$ cat src/rtl/tim_pkg.sv
// Package: register addresses and bit positions shared by the timer modules.
// Assumes a 16-bit data word so that four two-bit edge fields fit at bit 8 and up.
package tim_pkg;
    localparam int ADDR_CTRL    = 0;
    localparam int ADDR_IE      = 1;
    localparam int ADDR_MODE    = 2;
    localparam int ADDR_FLAG    = 3;
    localparam int ADDR_CNT     = 4;
    localparam int ADDR_CH0     = 8;
    localparam int CTRL_MOD_BIT = 3;
    localparam int CTRL_OIE_BIT = 7;
    localparam int FLAG_OVF_BIT = 7;
    localparam int EDGE_BASE    = 8;
endpackage

$ cat src/rtl/tim_prescaler.sv
// Module: power-of-two clock prescaler.
// Produces a one-cycle tick every 2^ps_act clocks. A requested ratio is
// adopted only on a clock where every prescale stage is zero.
// Assumes PS_W is small (2^PS_W - 1 stages).
module tim_prescaler #(
    parameter int PS_W = 3
) (
    input  logic            clk,
    input  logic            rst_n,
    input  logic [PS_W-1:0] ps_req,
    output logic            tick
);
    localparam int STG = (1 << PS_W) - 1;

    logic [STG-1:0]  stg_cnt;
    logic [STG-1:0]  mask;
    logic [PS_W-1:0] ps_act;

    // Free-running stage counter.
    always_ff @(posedge clk) begin
        if (!rst_n) stg_cnt <= '0;
        else        stg_cnt <= stg_cnt + 1'b1;
    end

    // Adopt the requested ratio only when all stages are zero.
    always_ff @(posedge clk) begin
        if (!rst_n)               ps_act <= '0;
        else if (stg_cnt == '0)   ps_act <= ps_req;
    end

    // Mask of the low ps_act stages.
    always_comb begin
        for (int i = 0; i < STG; i++) mask[i] = (i < int'(ps_act));
    end

    // Tick when the masked stages are all ones.
    assign tick = ((stg_cnt & mask) == mask);

    // active ratio only moves at the all-zero point.
    p_ps_hold_r3: assert property (@(posedge clk) disable iff (!rst_n)
        (stg_cnt != '0) |=> $stable(ps_act));
endmodule

$ cat src/rtl/tim_counter.sv
// Module: main up-counter with optional modulus reload.
// Advances on tick. With mod_en set, a tick that finds cnt equal to top_val
// loads zero and produces no wrap pulse. Otherwise a tick at all-ones
// produces a one-cycle wrap pulse.
module tim_counter #(
    parameter int CNT_W = 16
) (
    input  logic             clk,
    input  logic             rst_n,
    input  logic             tick,
    input  logic             mod_en,
    input  logic [CNT_W-1:0] top_val,
    output logic [CNT_W-1:0] cnt,
    output logic             wrap
);
    logic top_hit;

    // Modulus match against the terminal channel.
    assign top_hit = mod_en && (cnt == top_val);

    // Count register: reload on modulus match, else increment.
    always_ff @(posedge clk) begin
        if (!rst_n)        cnt <= '0;
        else if (tick)     cnt <= top_hit ? '0 : cnt + 1'b1;
    end

    // Natural overflow pulse.
    assign wrap = tick && !top_hit && (cnt == '1);

    // an ordinary tick adds exactly one.
    p_step_r2: assert property (@(posedge clk) disable iff (!rst_n)
        (tick && !(mod_en && cnt == top_val)) |=> (cnt == $past(cnt) + 1'b1));
    // no tick, no change.
    p_idle_r2: assert property (@(posedge clk) disable iff (!rst_n)
        !tick |=> $stable(cnt));
    // zero terminal count pins the counter.
    p_hold_zero_r5: assert property (@(posedge clk) disable iff (!rst_n)
        (mod_en && top_val == '0 && cnt == '0) |=> (cnt == '0));
endmodule

$ cat src/rtl/tim_cap_edge.sv
// Module: capture input synchronizer and edge selector.
// Two flops bring the asynchronous pin into the clock domain and a third
// holds the previous level. sel[0] enables rising and sel[1] enables falling.
module tim_cap_edge (
    input  logic       clk,
    input  logic       rst_n,
    input  logic       pin,
    input  logic [1:0] sel,
    output logic       hit
);
    logic s1, s2, prev;

    // Synchronizer chain and previous-level register.
    always_ff @(posedge clk) begin
        if (!rst_n) begin
            s1   <= 1'b0;
            s2   <= 1'b0;
            prev <= 1'b0;
        end else begin
            s1   <= pin;
            s2   <= s1;
            prev <= s2;
        end
    end

    // Qualified edge event.
    assign hit = (sel[0] && s2 && !prev) || (sel[1] && !s2 && prev);

    // disabled select never reports an edge.
    p_sel_off_r7: assert property (@(posedge clk) disable iff (!rst_n)
        (sel == 2'b00) |-> !hit);
endmodule

$ cat src/rtl/capcmp_timer4.sv
// Module: four-channel capture/compare timer with register port.
// Holds control, enable, mode, flag and channel registers. Writes land at
// the clock edge and reads are combinational. The last channel serves as the
// modulus terminal count. Assumes CNT_W >= EDGE_BASE + 2*NUM_CH and PS_W <= 3.
module capcmp_timer4 #(
    parameter int CNT_W  = 16,
    parameter int NUM_CH = 4,
    parameter int PS_W   = 3,
    parameter int ADDR_W = 4
) (
    input  logic              clk,
    input  logic              rst_n,
    input  logic              wr_en,
    input  logic [ADDR_W-1:0] addr,
    input  logic [CNT_W-1:0]  wr_data,
    output logic [CNT_W-1:0]  rd_data,
    input  logic [NUM_CH-1:0] cap_in,
    output logic              irq
);
    import tim_pkg::*;

    localparam int TOP_CH = NUM_CH - 1;

    logic [PS_W-1:0]     ps_req;
    logic                mod_en;
    logic                ovf_ie;
    logic [NUM_CH-1:0]   ch_ie;
    logic [NUM_CH-1:0]   cmp_mode;
    logic [2*NUM_CH-1:0] edge_sel;
    logic                ovf_flag;
    logic [NUM_CH-1:0]   ch_flag;
    logic [CNT_W-1:0]    ch_val [NUM_CH];
    logic                tick;
    logic                wrap;
    logic [CNT_W-1:0]    cnt;
    logic                wr_flag;

    assign wr_flag = wr_en && (addr == ADDR_W'(ADDR_FLAG));

    tim_prescaler #(.PS_W(PS_W)) u_presc (
        .clk(clk), .rst_n(rst_n), .ps_req(ps_req), .tick(tick)
    );

    tim_counter #(.CNT_W(CNT_W)) u_cnt (
        .clk(clk), .rst_n(rst_n), .tick(tick), .mod_en(mod_en),
        .top_val(ch_val[TOP_CH]), .cnt(cnt), .wrap(wrap)
    );

    // Configuration registers written by software.
    always_ff @(posedge clk) begin
        if (!rst_n) begin
            ps_req   <= '0;
            mod_en   <= 1'b0;
            ovf_ie   <= 1'b0;
            ch_ie    <= '0;
            cmp_mode <= '0;
            edge_sel <= '0;
        end else if (wr_en) begin
            if (addr == ADDR_W'(ADDR_CTRL)) begin
                ps_req <= wr_data[PS_W-1:0];
                mod_en <= wr_data[CTRL_MOD_BIT];
                ovf_ie <= wr_data[CTRL_OIE_BIT];
            end
            if (addr == ADDR_W'(ADDR_IE))
                ch_ie <= wr_data[NUM_CH-1:0];
            if (addr == ADDR_W'(ADDR_MODE)) begin
                cmp_mode <= wr_data[NUM_CH-1:0];
                edge_sel <= wr_data[EDGE_BASE +: 2*NUM_CH];
            end
        end
    end

    // Overflow flag: set by a natural wrap, cleared by write-one.
    always_ff @(posedge clk) begin
        if (!rst_n)                              ovf_flag <= 1'b0;
        else if (wrap)                           ovf_flag <= 1'b1;
        else if (wr_flag && wr_data[FLAG_OVF_BIT]) ovf_flag <= 1'b0;
    end

    for (genvar g = 0; g < NUM_CH; g++) begin : g_ch
        logic             hit;
        logic             set_ev;
        logic [CNT_W-1:0] val_q;
        logic             flag_q;

        tim_cap_edge u_edge (
            .clk(clk), .rst_n(rst_n), .pin(cap_in[g]),
            .sel(edge_sel[2*g +: 2]), .hit(hit)
        );

        // Flag event for the channel's selected mode.
        assign set_ev = cmp_mode[g] ? (tick && cnt == val_q) : hit;

        // Channel value: capture wins over a software write.
        always_ff @(posedge clk) begin
            if (!rst_n)                                  val_q <= '0;
            else if (!cmp_mode[g] && hit)                val_q <= cnt;
            else if (wr_en && addr == ADDR_W'(ADDR_CH0 + g)) val_q <= wr_data;
        end

        // Channel flag: set wins over write-one-to-clear.
        always_ff @(posedge clk) begin
            if (!rst_n)                    flag_q <= 1'b0;
            else if (set_ev)               flag_q <= 1'b1;
            else if (wr_flag && wr_data[g]) flag_q <= 1'b0;
        end

        assign ch_val[g]  = val_q;
        assign ch_flag[g] = flag_q;

        // a qualified capture edge leaves the flag set.
        p_capture_flag_r7: assert property (@(posedge clk) disable iff (!rst_n)
            (!cmp_mode[g] && hit) |=> flag_q);
        // a compare match leaves the flag set.
        p_compare_flag_r8: assert property (@(posedge clk) disable iff (!rst_n)
            (cmp_mode[g] && tick && cnt == val_q) |=> flag_q);
    end

    // Read multiplexer.
    always_comb begin
        rd_data = '0;
        if (addr == ADDR_W'(ADDR_CTRL)) begin
            rd_data[PS_W-1:0]    = ps_req;
            rd_data[CTRL_MOD_BIT] = mod_en;
            rd_data[CTRL_OIE_BIT] = ovf_ie;
        end else if (addr == ADDR_W'(ADDR_IE)) begin
            rd_data[NUM_CH-1:0] = ch_ie;
        end else if (addr == ADDR_W'(ADDR_MODE)) begin
            rd_data[NUM_CH-1:0]            = cmp_mode;
            rd_data[EDGE_BASE +: 2*NUM_CH] = edge_sel;
        end else if (addr == ADDR_W'(ADDR_FLAG)) begin
            rd_data[NUM_CH-1:0]   = ch_flag;
            rd_data[FLAG_OVF_BIT] = ovf_flag;
        end else if (addr == ADDR_W'(ADDR_CNT)) begin
            rd_data = cnt;
        end else begin
            for (int i = 0; i < NUM_CH; i++)
                if (addr == ADDR_W'(ADDR_CH0 + i)) rd_data = ch_val[i];
        end
    end

    // Combined interrupt request.
    assign irq = (|(ch_flag & ch_ie)) || (ovf_flag && ovf_ie);

    // modulus reload at all-ones never raises overflow.
    p_no_overflow_r6: assert property (@(posedge clk) disable iff (!rst_n)
        (tick && mod_en && ch_val[TOP_CH] == '1 && cnt == '1 && !ovf_flag)
        |=> !ovf_flag);
    // an enabled, set channel flag always drives irq.
    p_irq_chan_r10: assert property (@(posedge clk) disable iff (!rst_n)
        (|(ch_flag & ch_ie)) |-> irq);
endmodule

$ cat config.mk
export PLATFORM = sky130hd
export DESIGN_NAME = capcmp_timer4
export DESIGN_NICKNAME = d
export VERILOG_FILES = /design/src/rtl/tim_pkg.sv /design/src/rtl/tim_prescaler.sv /design/src/rtl/tim_counter.sv /design/src/rtl/tim_cap_edge.sv /design/src/rtl/capcmp_timer4.sv
export SDC_FILE = /design/constraint.sdc
export NUM_CORES = 1
export LEC_CHECK = 0
export BUFFER_PORTS_ARGS = -buffer_cell sky130_fd_sc_hd__buf_2
export CAP_MARGIN = 25
export CORE_ASPECT_RATIO = 2
export CORE_MARGIN = 2
export CORE_UTILIZATION = 61
export CTS_CLUSTER_SIZE = 25
export DETAILED_ROUTE_END_ITERATION = 8
export PLACE_DENSITY = 0.77
export SYNTH_ARGS = -nofsm -noshare
export SYNTH_HDL_FRONTEND = slang
export SYNTH_SLANG_ARGS = --single-unit
$ cat constraint.sdc
create_clock -name clk -period 2 [get_ports clk]
set_input_delay 0.1 -clock clk [delete_from_list [all_inputs] [get_ports clk]]
set_output_delay 0.1 -clock clk [all_outputs]
set_load 0.01 [all_outputs]
==> results_dict.tcl, run 1 <==
set metrics [dict create \
    syn_nets 888 \
    min_period_ns 1.920 \
    holdWs_ns 0.01680 \
    cts_root_buffer "clkbuf_16" \
    pre_cts_ws_ns 0.1005 \
    status "complete, no violations" \
    first_iter_violations 622 \
    syn_area_um2 7201 \
    place_congestion 1.008 \
    yosysSeqAreaShare 0.3559 \
    start_kind "flop" \
    grt_max_degree 52 \
    area_delta_synth_final_pct 18.21 \
    synth_fa_ha_area_frac 0.005213 \
    synth.avg_cell_area_um2 8.392 \
    cts_tree "done" \
    finalPower_uw 6390 \
    fin_ws_ns 0.08047 \
    grt_pass1_vias 7129 \
    vias 7021 \
    die_w_um 80.83 \
    tns_ns 0 \
    power_leakage_uw 0.003990 \
    initial_utilization 0.6191 \
    fin_nets 940 \
    min_path_type "input pin to flop" \
    setup_viol 0 \
    critPathRequiredTime_ns 2.34 \
    clock.fmax_ghz 0.5210 \
    yosys.area_share.simple 0.1838 \
    synth_edf_count 0 \
    n_fill_cell 919 \
    tightestPinTransition_ns 0.5898 \
    numPortBuffers 43 \
    critical_path_arrival_ns 2.26 \
    hold_viol_final 0 \
    synth_top_family_by_area "simple AND/OR/NAND/NOR gates" \
    finClkSkew_ns 0.01026 \
    drc_errors 0 \
    grt_pass1_wl_mm 39.33 \
    gr-usage-all-layers 0.4182 \
    synthArstFlopShare 0 \
    fin_crit_sh 0.9598 \
    ys_ff_latch 128 \
    first_pass_iters 6 \
    path_clk_slew_ns 0.06 \
    cts_buffer_depth 2 \
    row_count 56 \
    synth.distinct_cells 57 \
    ioPinCount 44 \
    peakVddDrop_mv 0.7666 \
    ant_nets 0 \
    synthCells 858 \
    yosysWarningCount 0 \
    diodes 0 \
    die_y_um 157.7 \
    antenna_found_initial 0 \
    wirelength_mm 25.42 \
    rsz0062_at_grt "no" \
    cts_made_buffers 17 \
    hpwl_mm 17.82 \
    synth_compound_area_frac 0.1812 \
    cts-htree-levels 4 \
    routed_via_density 6.580 \
    insertion_delay_ns 0.43 \
    synth_ff_type "dfxtp_1" \
    dp.cells 1027 \
    clock_sinks 128 \
    overflow 0 \
    coreArea_um2 11630 \
    slew_headroom 0.6068 \
    synthXorXnorAreaFrac 0.08636 \
    die_area_um2 12740 \
    layout.cells.non_filler 1067 \
    powerDensity_nw_per_um2 750.7 \
    drive_gt1_frac 0.1833 \
    max_cap_viol_count 0 \
    crit_path_max_fanout 6 \
    critical_path_class "flop to flop" \
    worst_setup_path_end_kind "flop" \
    synthMuxAreaShare 0.1340 \
    drv_slew 0 \
    wl_per_cell_um 23.82 \
]
-- worst max-delay path: stages, from the launching register on --
cell and delay, ns:
dfxtp_1 0.34, buf_4 0.18, buf_4 0.15, xor2_1 0.15
nor4_1 0.38, nand3_1 0.14, or3_1 0.34, a31oi_1 0.16
-- sequential cells by signal (all words and copies together), names as in the netlist --
signal / flops
g_ch.val_q: 64
edge_sel: 8
u_cnt.cnt: 16
u_presc.ps_act: 3
ovf_ie: 1
g_ch.flag_q: 4
ps_req: 3
g_ch.u_edge.s2: 4
ch_ie: 4
ovf_flag: 1
g_ch.u_edge.s1: 4
cmp_mode: 4
g_ch.u_edge.prev: 4
mod_en: 1
u_presc.stg_cnt: 7
-- Yosys cell counts (7+ instances only) --
master | n | area, um2
nor2b_1 | 8 | 50.05
nor3_1 | 7 | 35.03
dfxtp_1 | 128 | 2562
nand3_1 | 26 | 130.1
buf_2 | 8 | 40.04
clkbuf_1 | 59 | 221.5
a22oi_1 | 9 | 67.56
nand3b_1 | 9 | 67.56
buf_1 | 8 | 30.03
nor2_1 | 103 | 386.6
o31ai_1 | 9 | 67.56
a21oi_1 | 42 | 210.2
xor2_1 | 64 | 560.5
mux2i_1 | 84 | 840.8
and2_1 | 14 | 87.58
or3_1 | 12 | 75.07
nand2b_1 | 7 | 43.79
o21ai_0 | 40 | 200.2
nor4_1 | 14 | 87.58
inv_1 | 11 | 41.29
a211oi_1 | 64 | 480.5
nand2_1 | 49 | 183.9
xnor2_1 | 7 | 61.31
mux2_2 | 7 | 78.83
-- layout make-up --
type / instances / area [um2] / area share
Multi-Input combinational cell: 637 / 4274 / 0.5021
Sequential cell: 128 / 2571 / 0.3021
Timing Repair Buffer: 114 / 859.6 / 0.1010
Clock buffer: 17 / 425.4 / 0.04998
Tap cell: 145 / 181.4 / 0.02131
Clock inverter: 14 / 155.1 / 0.01823
Inverter: 12 / 45.04 / 0.005292
-- where the power goes --
group	internal, uW	switching [uW]
Sequential	2600	57.6
Clock	1850	1270
Combinational	240	374
-- final timing paths --
check / slack [ns] / depth (start not counted) / endpoint / start
worst min-delay path: 0.02 / 3 / cmp_mode[3]$_SDFFE_PN0P_ / wr_data[3]
worst max register to register: 0.08 / 7 / g_ch[2].flag_q$_SDFFE_PN0P_ / u_cnt.cnt[7]$_SDFFE_PN0N_
worst max-delay path: 0.08 / 7 / g_ch[2].flag_q$_SDFFE_PN0P_ / u_cnt.cnt[7]$_SDFFE_PN0N_
worst min register to register: 0.44 / 1 / g_ch[3].u_edge.s2$_SDFF_PN0_ / g_ch[3].u_edge.s1$_SDFF_PN0_
-- metrics by stage --
stage	area [um2]	util
6_report	8512	0.7318
5_1_grt	8512	0.7318
4_1_cts	8471	0.7283
3_5_place_dp	7810	0.6715
3_3_place_gp	7810	0.6715
2_1_floorplan	7201	-
-- per-layer routing --
layer,vias up,global-route usage,share of wire
li1,3165,-,-
met1,3312,0.4399,0.34
met2,396,0.6879,0.50
met3,148,0.1043,0.074
met4,0,0.3382,0.093
met5,-,0,0
-- cell families (layout without fill, tap and decap cells) --
group / Yosys count / after routing
DFF: 128 / 128
adders and majority gates: 3 / 3
muxes: 93 / 93
buffers and inverters: 93 / 157
xor gates and xnor gates: 71 / 71
and+or+nand+nor: 272 / 272
AOI/OAI and AO/OA: 198 / 198
-- cells in the final DEF (no fill, tap or decap), types with 4 or more instances in the layout --
cell,Yosys,routed
dfxtp_1,128,121
nor2_1,103,103
mux2i_1,84,84
xor2_1,64,64
a211oi_1,64,64
buf_4,5,55
nand2_1,49,49
buf_2,8,43
a21oi_1,42,42
o21ai_0,40,40
nand3_1,26,26
clkbuf_16,0,17
and2_1,14,14
nor4_1,14,13
or3_1,12,12
inv_1,11,11
nand3b_1,9,9
o31ai_1,9,9
a22oi_1,9,9
nor2b_1,8,8
dlygate4sd3_1,0,8
nand2b_1,7,7
mux2_2,7,7
xnor2_1,7,7
buf_12,0,7
dfxtp_2,0,7
a31oi_1,6,6
nor3_1,7,6
a32oi_1,5,5
or4_1,5,5
inv_6,0,5
nand4_1,4,4
-- repair_timing --
item | CTS | global route
endpoints found under the hold margin | 8 | 0
hold buffers | 8 | 0
gates resized for setup | 0 | 13
setup buffers | 0 | 1
endpoints found under the setup margin | 0 | 20
Note: power is estimated with default switching activity, not from simulation.
==> inputs of run 2 (changes only) <==
--- a/config.mk
+++ b/config.mk
@@ -5,14 +5,16 @@
 export SDC_FILE = /design/constraint.sdc
 export NUM_CORES = 1
 export LEC_CHECK = 0
-export BUFFER_PORTS_ARGS = -buffer_cell sky130_fd_sc_hd__buf_2
 export CAP_MARGIN = 25
+export CELL_PAD_IN_SITES_DETAIL_PLACEMENT = 0
+export CELL_PAD_IN_SITES_GLOBAL_PLACEMENT = 2
 export CORE_ASPECT_RATIO = 2
 export CORE_MARGIN = 2
-export CORE_UTILIZATION = 61
+export CORE_UTILIZATION = 39
 export CTS_CLUSTER_SIZE = 25
 export DETAILED_ROUTE_END_ITERATION = 8
-export PLACE_DENSITY = 0.77
+export DONT_BUFFER_PORTS = 1
+export PLACE_DENSITY = 0.76
 export SYNTH_ARGS = -nofsm -noshare
 export SYNTH_HDL_FRONTEND = slang
 export SYNTH_SLANG_ARGS = --single-unit
==> results_dict.tcl, run 2 (same netlist as run 1, synthesis figures left out) <==
set metrics [dict create \
    status "complete, no violations" \
    slew_headroom 0.4903 \
    first_iter_violations 427 \
    fin_crit_sh 0.9965 \
    cts_tree "done" \
    ant_nets 0 \
    critical_path_class "flop to flop" \
    cts_root_buffer "clkbuf_16" \
    hpwl_mm 19.40 \
    grtUsageMet1 0.2963 \
    gr-usage-all-layers 0.2831 \
    fin_ws_ns 0.007046 \
    die_w_um 100.1 \
    layout_common_cells "dfxtp_1, nor2_1, mux2i_1" \
    clock_sinks 128 \
    mostFrequentLayoutCell "dfxtp_1" \
    wirelength_mm 26.82 \
    drive_gt1_frac 0.1233 \
    crit_path_start "u_cnt.cnt[0]$_SDFFE_PN0N_" \
    dp.cells 1047 \
    clock.fmax_ghz 0.5018 \
    grt_pass1_wl_mm 41.21 \
    peakVddDrop_mv 0.4589 \
    fin_nets 901 \
    drv_slew 0 \
    max_cap_viol_count 0 \
    wl_per_cell_um 24.38 \
    pre_cts_ws_ns 0.02920 \
    place_congestion 0.9021 \
    ioPinCount 44 \
    path_clk_slew_ns 0.06 \
    postLayoutCoreUtil 0.4638 \
    vias 6542 \
    tns_ns 0 \
    powerDensity_nw_per_um2 760.4 \
    top_usage_layer "met2" \
    setup_viol 0 \
    place_area_um2 7624 \
    area_delta_synth_final_pct 17.34 \
    cts-htree-levels 4 \
    hold_viol_final 0 \
    worst_setup_path_end_kind "flop" \
    r2r-start "u_cnt.cnt[0]$_SDFFE_PN0N_" \
    initial_utilization 0.3953 \
    coreArea_um2 18220 \
    grt_pass1_vias 6757 \
    min_path_type "input pin to flop" \
    largest_reg_flops 64 \
    diodes 0 \
    drc_errors 0 \
    r2r_setup_slack_ns 0.007 \
    start_kind "flop" \
    overflow 0 \
    critPathRequiredTime_ns 2.36 \
    grt_use_met2 0.5168 \
    cts_buffer_depth 2 \
    numPortBuffers 0 \
    reg_top3 "g_ch.val_q (64), u_cnt.cnt (16), edge_sel (8)" \
    critical_path_arrival_ns 2.35 \
    endpoint "g_ch[0].flag_q$_SDFFE_PN0P_" \
    tightestPinTransition_ns 0.7581 \
    finClkSkew_ns 0.008811 \
    insertion_delay_ns 0.43 \
    reg2reg_depth 6 \
    die_area_um2 19630 \
    layout.cells.non_filler 1100 \
    n_fill_cell 1812 \
    routed_via_density 5.947 \
    antenna_found_initial 0 \
    min_period_ns 1.993 \
    crit_path_max_fanout 8 \
    grt_max_degree 50 \
    largest_register "g_ch.val_q" \
    power_leakage_uw 0.003797 \
    cts_made_buffers 17 \
    design_area_um2 8449 \
    row_count 70 \
    grt_util_met3 0.04738 \
    die_y_um 196.2 \
    r2r-end "g_ch[0].flag_q$_SDFFE_PN0P_" \
    rsz0062_at_grt "no" \
    first_pass_iters 5 \
]
-- run 2: worst max-delay path: stages (launching register included) --
cell     delay, ns
dfxtp_1       0.54
buf_4         0.24
xor2_1        0.07
nor4_1        0.45
nand3_1       0.13
or3_1         0.33
a31oi_1       0.16
-- run 2: layer usage --
layer  wire (um)  share of wire
met5           0              0
met3        1107          0.041
met4        1707          0.064
met1        9665           0.36
met2       14340           0.53
-- run 2: power breakdown --
| part | leakage, uW | switching, uW | internal [uW] |
|---|---|---|---|
| logic | 0.00248 | 325 | 225 |
| clock network | 0.000281 | 1230 | 1990 |
| registers | 0.00104 | 55.0 | 2600 |
-- run 2: stage by stage --
step,hold WS [ns],total power [uW]
3_3_place_gp,0.2269,3171
3_5_place_dp,0.2307,3175
5_1_grt,0.01989,6630
4_1_cts,0.006138,6476
2_1_floorplan,0.2273,3045
6_report,0.01870,6425
-- run 2: repair_timing --
item | CTS | global route
hold buffers | 21 | 0
endpoints found under the hold margin | 104 | 0
endpoints found under the setup margin | 0 | 4
setup buffers | 0 | 0
resized for setup | 0 | 5
-- run 2: worst min-delay path by stage --
stage | startpoint | end | cells after the start
2_1_floorplan | cap_in[0] | g_ch[0].u_edge.s1$_SDFF_PN0_ | 1
3_3_place_gp | rst_n | g_ch[2].u_edge.s1$_SDFF_PN0_ | 1
3_5_place_dp | rst_n | g_ch[2].u_edge.s2$_SDFF_PN0_ | 1
4_1_cts | rst_n | u_cnt.cnt[11]$_SDFFE_PN0N_ | 3
5_1_grt | rst_n | u_cnt.cnt[11]$_SDFFE_PN0N_ | 3
6_report | rst_n | u_cnt.cnt[11]$_SDFFE_PN0N_ | 3
-- run 2: cell type report --
| cell class | count | area, um2 | share of cell area |
|---|---|---|---|
| inverter | 12 | 45.04 | 0.005331 |
| clock buffer | 19 | 442.9 | 0.05242 |
| tap | 216 | 270.3 | 0.03199 |
| sequential | 128 | 2565 | 0.3036 |
| timing repair buffer | 75 | 703.2 | 0.08322 |
| multi-input combinational | 637 | 4259 | 0.5041 |
| clock inverter | 13 | 163.9 | 0.01940 |
